## src/rtl/fsc_pkg.sv

```systemverilog
package fsc_pkg;

    localparam int STAGE_CNT = 4;
    localparam int ST_W      = 4;

    typedef enum logic [ST_W-1:0] {
        ST_RUN        = 4'd0,
        ST_BLOCKED    = 4'd1,
        ST_SQUASH     = 4'd2,
        ST_WAIT_RESP  = 4'd3,
        ST_LINE_READY = 4'd4
    } fetch_st_e;

    typedef struct packed {
        logic cmt_sq;
        logic rob_sq;
        logic dec_sq;
        logic line_ret;
        logic miss_issue;
        logic fetch_try;
    } thr_ev_t;

    function automatic logic is_live(fetch_st_e s);
        return (s == ST_RUN) || (s == ST_SQUASH) || (s == ST_LINE_READY);
    endfunction

endpackage

```

## src/rtl/fsc_stall_bank.sv

```systemverilog
module fsc_stall_bank #(
    parameter int STAGES = 4
) (
    input  logic              clk,
    input  logic              rst,
    input  logic [STAGES-1:0] set_i,
    input  logic [STAGES-1:0] clr_i,
    output logic [STAGES-1:0] bits_q,
    output logic              any_next_o,
    output logic              any_q_o
);
    logic [STAGES-1:0] bits_n;

    // set first, then clear: matches the per-cycle update order
    always_comb begin
        bits_n = (bits_q | set_i) & ~clr_i;
    end

    always_ff @(posedge clk) begin
        if (rst) bits_q <= '0;
        else     bits_q <= bits_n;
    end

    assign any_next_o = |bits_n;
    assign any_q_o    = |bits_q;
endmodule

```

## src/rtl/fsc_thread_fsm.sv

```systemverilog
module fsc_thread_fsm
    import fsc_pkg::*;
#(
    parameter int          AW         = 32,
    parameter int          INST_BYTES = 4,
    parameter logic [AW-1:0] RESET_PC = '0
) (
    input  logic          clk,
    input  logic          rst,
    input  thr_ev_t       ev_i,
    input  logic          stalled_i,
    input  logic [AW-1:0] cmt_tgt_i,
    input  logic [AW-1:0] dec_tgt_i,
    output fetch_st_e     st_q,
    output logic [AW-1:0] pc_q,
    output logic [AW-1:0] npc_q
);
    localparam logic [AW-1:0] STEP = AW'(INST_BYTES);

    fetch_st_e     st_n;
    logic          redirect;
    logic [AW-1:0] tgt;

    always_comb begin
        st_n     = st_q;
        redirect = 1'b0;
        tgt      = cmt_tgt_i;
        if (ev_i.cmt_sq) begin
            st_n     = ST_SQUASH;
            redirect = 1'b1;
        end else if (ev_i.rob_sq) begin
            st_n = ST_SQUASH;
        end else if (ev_i.dec_sq && st_q != ST_SQUASH) begin
            st_n     = ST_SQUASH;
            redirect = 1'b1;
            tgt      = dec_tgt_i;
        end else if (stalled_i && st_q != ST_WAIT_RESP) begin
            st_n = ST_BLOCKED;
        end else if (st_q == ST_BLOCKED || st_q == ST_SQUASH) begin
            st_n = ST_RUN;
        end else begin
            unique case (st_q)
                ST_WAIT_RESP: begin
                    if (ev_i.line_ret)
                        st_n = stalled_i ? ST_BLOCKED : ST_LINE_READY;
                end
                ST_RUN: begin
                    if (ev_i.miss_issue) st_n = ST_WAIT_RESP;
                end
                ST_LINE_READY: begin
                    if (ev_i.miss_issue)     st_n = ST_WAIT_RESP;
                    else if (ev_i.fetch_try) st_n = ST_RUN;
                end
                default: st_n = ST_RUN;
            endcase
        end
    end

    always_ff @(posedge clk) begin
        if (rst) begin
            st_q  <= ST_RUN;
            pc_q  <= RESET_PC;
            npc_q <= RESET_PC + STEP;
        end else begin
            st_q <= st_n;
            if (redirect) begin
                pc_q  <= tgt;
                npc_q <= tgt + STEP;
            end
        end
    end
endmodule

```

## src/rtl/fsc_activity.sv

```systemverilog
module fsc_activity
    import fsc_pkg::*;
#(
    parameter int NT = 2
) (
    input  logic [NT*ST_W-1:0] st_flat_i,
    output logic               active_o
);
    always_comb begin
        active_o = 1'b0;
        for (int i = 0; i < NT; i++) begin
            if (is_live(fetch_st_e'(st_flat_i[i*ST_W +: ST_W]))) active_o = 1'b1;
        end
    end
endmodule

```

## src/rtl/fetch_status_ctrl.sv

```systemverilog
module fetch_status_ctrl
    import fsc_pkg::*;
#(
    parameter int            NT         = 2,
    parameter int            AW         = 32,
    parameter int            INST_BYTES = 4,
    parameter logic [AW-1:0] RESET_PC   = 32'h0000_1000
) (
    input  logic               clk,
    input  logic               rst,
    input  logic [NT*4-1:0]    stall_set_i,
    input  logic [NT*4-1:0]    stall_clr_i,
    input  logic               ctx_switch_i,
    input  logic [NT-1:0]      cmt_squash_i,
    input  logic [NT*AW-1:0]   cmt_target_i,
    input  logic [NT-1:0]      rob_unwind_i,
    input  logic [NT-1:0]      dec_squash_i,
    input  logic [NT*AW-1:0]   dec_target_i,
    input  logic [NT-1:0]      miss_issue_i,
    input  logic [NT-1:0]      line_ret_i,
    input  logic [NT-1:0]      fetch_try_i,
    output logic [NT*4-1:0]    status_o,
    output logic [NT*AW-1:0]   pc_o,
    output logic [NT*AW-1:0]   npc_o,
    output logic [NT-1:0]      stalled_o,
    output logic               stage_active_o
);
    logic [NT*STAGE_CNT-1:0] stall_flat;

    for (genvar t = 0; t < NT; t++) begin : g_thr
        logic      any_next;
        thr_ev_t   ev;
        fetch_st_e st;

        fsc_stall_bank #(.STAGES(STAGE_CNT)) u_stall (
            .clk        (clk),
            .rst        (rst),
            .set_i      (stall_set_i[t*STAGE_CNT +: STAGE_CNT]),
            .clr_i      (stall_clr_i[t*STAGE_CNT +: STAGE_CNT]),
            .bits_q     (stall_flat[t*STAGE_CNT +: STAGE_CNT]),
            .any_next_o (any_next),
            .any_q_o    (stalled_o[t])
        );

        always_comb begin
            ev.cmt_sq     = cmt_squash_i[t];
            ev.rob_sq     = rob_unwind_i[t];
            ev.dec_sq     = dec_squash_i[t];
            ev.line_ret   = line_ret_i[t];
            ev.miss_issue = miss_issue_i[t];
            ev.fetch_try  = fetch_try_i[t];
        end

        fsc_thread_fsm #(
            .AW(AW), .INST_BYTES(INST_BYTES), .RESET_PC(RESET_PC)
        ) u_fsm (
            .clk       (clk),
            .rst       (rst),
            .ev_i      (ev),
            .stalled_i (any_next | ctx_switch_i),
            .cmt_tgt_i (cmt_target_i[t*AW +: AW]),
            .dec_tgt_i (dec_target_i[t*AW +: AW]),
            .st_q      (st),
            .pc_q      (pc_o[t*AW +: AW]),
            .npc_q     (npc_o[t*AW +: AW])
        );

        assign status_o[t*ST_W +: ST_W] = st;
    end

    fsc_activity #(.NT(NT)) u_act (
        .st_flat_i (status_o),
        .active_o  (stage_active_o)
    );
endmodule

```

## config.mk

```make
export PLATFORM = sky130hd
export DESIGN_NAME = fetch_status_ctrl
export DESIGN_NICKNAME = d
export VERILOG_FILES = /design/src/rtl/fsc_pkg.sv /design/src/rtl/fsc_stall_bank.sv /design/src/rtl/fsc_thread_fsm.sv /design/src/rtl/fsc_activity.sv /design/src/rtl/fetch_status_ctrl.sv
export SDC_FILE = /design/constraint.sdc
export NUM_CORES = 1
export LEC_CHECK = 0
export ABC_AREA = 1
export BUFFER_PORTS_ARGS = -buffer_cell sky130_fd_sc_hd__buf_2
export CAP_MARGIN = 20
export CORE_MARGIN = 1
export CORE_UTILIZATION = 51
export CTS_CLUSTER_DIAMETER = 200
export DETAILED_ROUTE_END_ITERATION = 8
export PLACE_DENSITY = 0.82
export SYNTH_ARGS = -nofsm -noshare
export SYNTH_HDL_FRONTEND = slang
export SYNTH_SLANG_ARGS = --single-unit
```

## constraint.sdc

```tcl
create_clock -name clk -period 2.44 [get_ports clk]
set_input_delay 0.244 -clock clk [delete_from_list [all_inputs] [get_ports clk]]
set_output_delay 0.244 -clock clk [all_outputs]
set_load 0.01 [all_outputs]
```

==> metrics <==
Leak=between 5 and 6 nW; Tot GR Track Use=0.319; crit path kind=reg -> reg; Initial Util=0.521; RSZ-0062 raised after global routing=yes; DR vias=9813; max incr delay on CP=0.37 ns; final hold viol count=0; first-pass GRT wire length=41600 µm; dominant cell type by area after synthesis=dfxtp_1; Overflow after GRT=0; DIE AREA=16700 µm²; pwr dens=around 600 nW/µm²; worst reg2reg setup slack=around 0.12 ns; Pre-antenna DRT Iters=6; total of max-cap violations=0; most frequent cells in the layout=nand2_1 (363), buf_2 (295), nor2_1 (170); cell area after synthesis=8240 µm²; Core Rows=46; fin crit period=2.32 ns; CTS tree=yes; maximum buffer depth of the clock tree=2; Slew headroom=0.352; CP Cell Sequence=nor2_2 > nand2_2 > nand3_4 > clkbuf_16 > o21ai_4 > nand3_2 > nor2_2 > nand2_4 > nor2_4 > nand3_2 > o21bai_1 > nor2_1; Least-Margin Pin Slew=0.970 ns; synthesized area per cell=roughly 6.2 µm²; Critical Path RT=2.76 ns; clk_lat worst skew=0.43 ns; Post-synth top flop=dfxtp_1; commonest non-fill, non-tap cell in the layout=nand2_1; total CTS buffers=17; VDD IR max=0.477 mV; Die Span Y=129 µm; Crit. Startpoint=g_thr[1].u_fsm.st_q[2]; Yosys top cell area share=0.335; Remaining DRCs=0; Setup WS post-layout=around 0.12 ns; Post-Route Skew=~0.0086 ns; unique cell type count in the Yosys netlist=45; setup TNS=0 ns; Routed Antenna Nets=0; final wirelength=28200 µm; EDFF count, synth=0; fin nets=1779; IO Count=298; Fmax=0.431 GHz; RR Startpoint=g_thr[1].u_fsm.st_q[2]; Reg clk slew, reported paths=about 0.060 ns; max-slew violation count=0; DP Area=9920 µm²; Setup crit end=g_thr[1].u_fsm.npc_q[27]; post-route cell area=10800 µm²; setup violators final=0; CP max stage cell=dfxtp_4; Worst Path Arrival=roughly 2.6 ns; Reg2Reg Depth=12; Hold WS=between 0.04 and 0.05 ns; n_diodes=0; outcome=completed; final period utilization=0.951; CP Buf/Inv Count=1; Buffers on Ports=295; RR Endpoint=g_thr[1].u_fsm.npc_q[27]; Post-Place Setup Slack=0.0647 ns; H-tree depth=4; Area Growth Syn to Fin=30.7%; cells after synthesis=about 1.3k; largest net degree at the start of global routing=107; CP Depth=12; DR vias/cell=5.32; initial DRC count=957; synth warn=0; drt wl/cell=15.3 µm; Core Area=15800 µm²; Root Buffer Master=clkbuf_16; synth top area cells=dfxtp_1 (34%), nand2_1 (17%), nor2_1 (8.0%); Hold WC Path Type=in -> reg; clk sinks=~140; DP Wirelength=between 20000 and 25000 µm; initial antenna violation count=0; GP Congestion=approximately 0.97; Critical Path End Type=flip-flop; register bit count reported by yosys=about 140; Worst Path Max Fanout=6; Die Wd=approximately 130 µm; proportion of synthesized chip area in sequential cells=0.335; delay-heaviest family, CP=simple AND/OR/NAND/NOR gates; vias in the first global route=8339; ys async rst share=0; Worst setup SP type=flip-flop; share of layout cells above drive strength 1=0.281
==> Yosys cell counts (4+ instances only) <==
library cell,instances
a31oi_1,10
o21ai_1,10
mux2i_1,4
buf_2,12
nand2_1,369
dfxtp_1,138
nand3_1,93
a21oi_1,45
nor2_4,7
o21bai_1,6
o21ai_0,83
nor2_1,176
o21ai_4,4
o211ai_1,7
nand4_1,50
inv_2,7
buf_6,6
inv_1,164
buf_4,12
nor3_1,13
clkbuf_1,31
nand2_2,15
nor2_2,15
o21ai_2,7
==> power breakdown <==
group,switching (W),internal [W],total [W]
logic,0.000891,0.000523,0.00141
registers,0.0000980,0.00243,0.00253
clock network,0.000963,0.00151,0.00247
==> final cells by class <==
type	count	area, µm²
repair buffers	342	1960
well taps	216	270
multi-input cells	948	4580
clock inverters	9	100
fillers	1387	5060
flip-flops and latches	138	2770
inverters	171	644
clock buffers	21	450
==> repair_timing <==
| item | CTS | global route |
|---|---|---|
| endpoints found under the hold margin | 3 | 0 |
| hold buffers | 3 | 0 |
| setup buffers | 0 | 9 |
| resized for setup | 0 | 29 |
| endpoints found under the setup margin | 0 | 32 |
==> state kept, by name (all words and copies together), names as in the netlist <==
register / count
g_thr.u_fsm.pc_q: 60
g_thr.u_fsm.st_q: 6
g_thr.u_fsm.npc_q: 64
g_thr.u_stall.bits_q: 8
==> metal layers <==
metal / GRT usage / vias to the layer above / part of all wire
met2: 0.494 / 499 / 0.45
met5: 0 / - / 0
li1: - / 4800 / -
met4: 0.126 / 0 / 0.026
met1: 0.427 / 4451 / 0.44
met3: 0.0760 / 63 / 0.090
==> kinds of logic (layout without fill, tap and decap cells) <==
family	after synthesis	after routing	share of synthesized area
compound gates	179	179	0.126
xor+xnor	2	2	0.00213
fa+ha+maj	2	2	0.00304
buf+inv	238	543	0.124
flops	138	138	0.335
mux	4	4	0.00486
other cells	1	2	0.000455
simple gates	757	759	0.405
==> through the flow <==
step / power, W / util / instances
CTS: 0.00637 / 0.664 / 1830
finish: 0.00641 / 0.680 / 1845
detailed placement: 0.00392 / 0.627 / 1797
global placement: 0.00390 / 0.627 / 1797
global route: 0.00668 / 0.680 / 1845
floorplan: 0.00337 / - / 1322
==> worst min-delay path by stage <==
stage                         from                    endpoint  slack, ns  cells past startpoint
detailed placement  stall_clr_i[2]  g_thr[0].u_stall.bits_q[2]       0.43                      2
floorplan           stall_clr_i[0]  g_thr[0].u_stall.bits_q[0]       0.32                      1
global placement    stall_clr_i[2]  g_thr[0].u_stall.bits_q[2]       0.43                      2
global route        stall_clr_i[0]  g_thr[0].u_stall.bits_q[0]       0.04                      2
finish              stall_clr_i[1]  g_thr[0].u_stall.bits_q[1]       0.04                      2
CTS                 stall_clr_i[1]  g_thr[0].u_stall.bits_q[1]       0.02                      2
(Power assumes the default switching activity.)
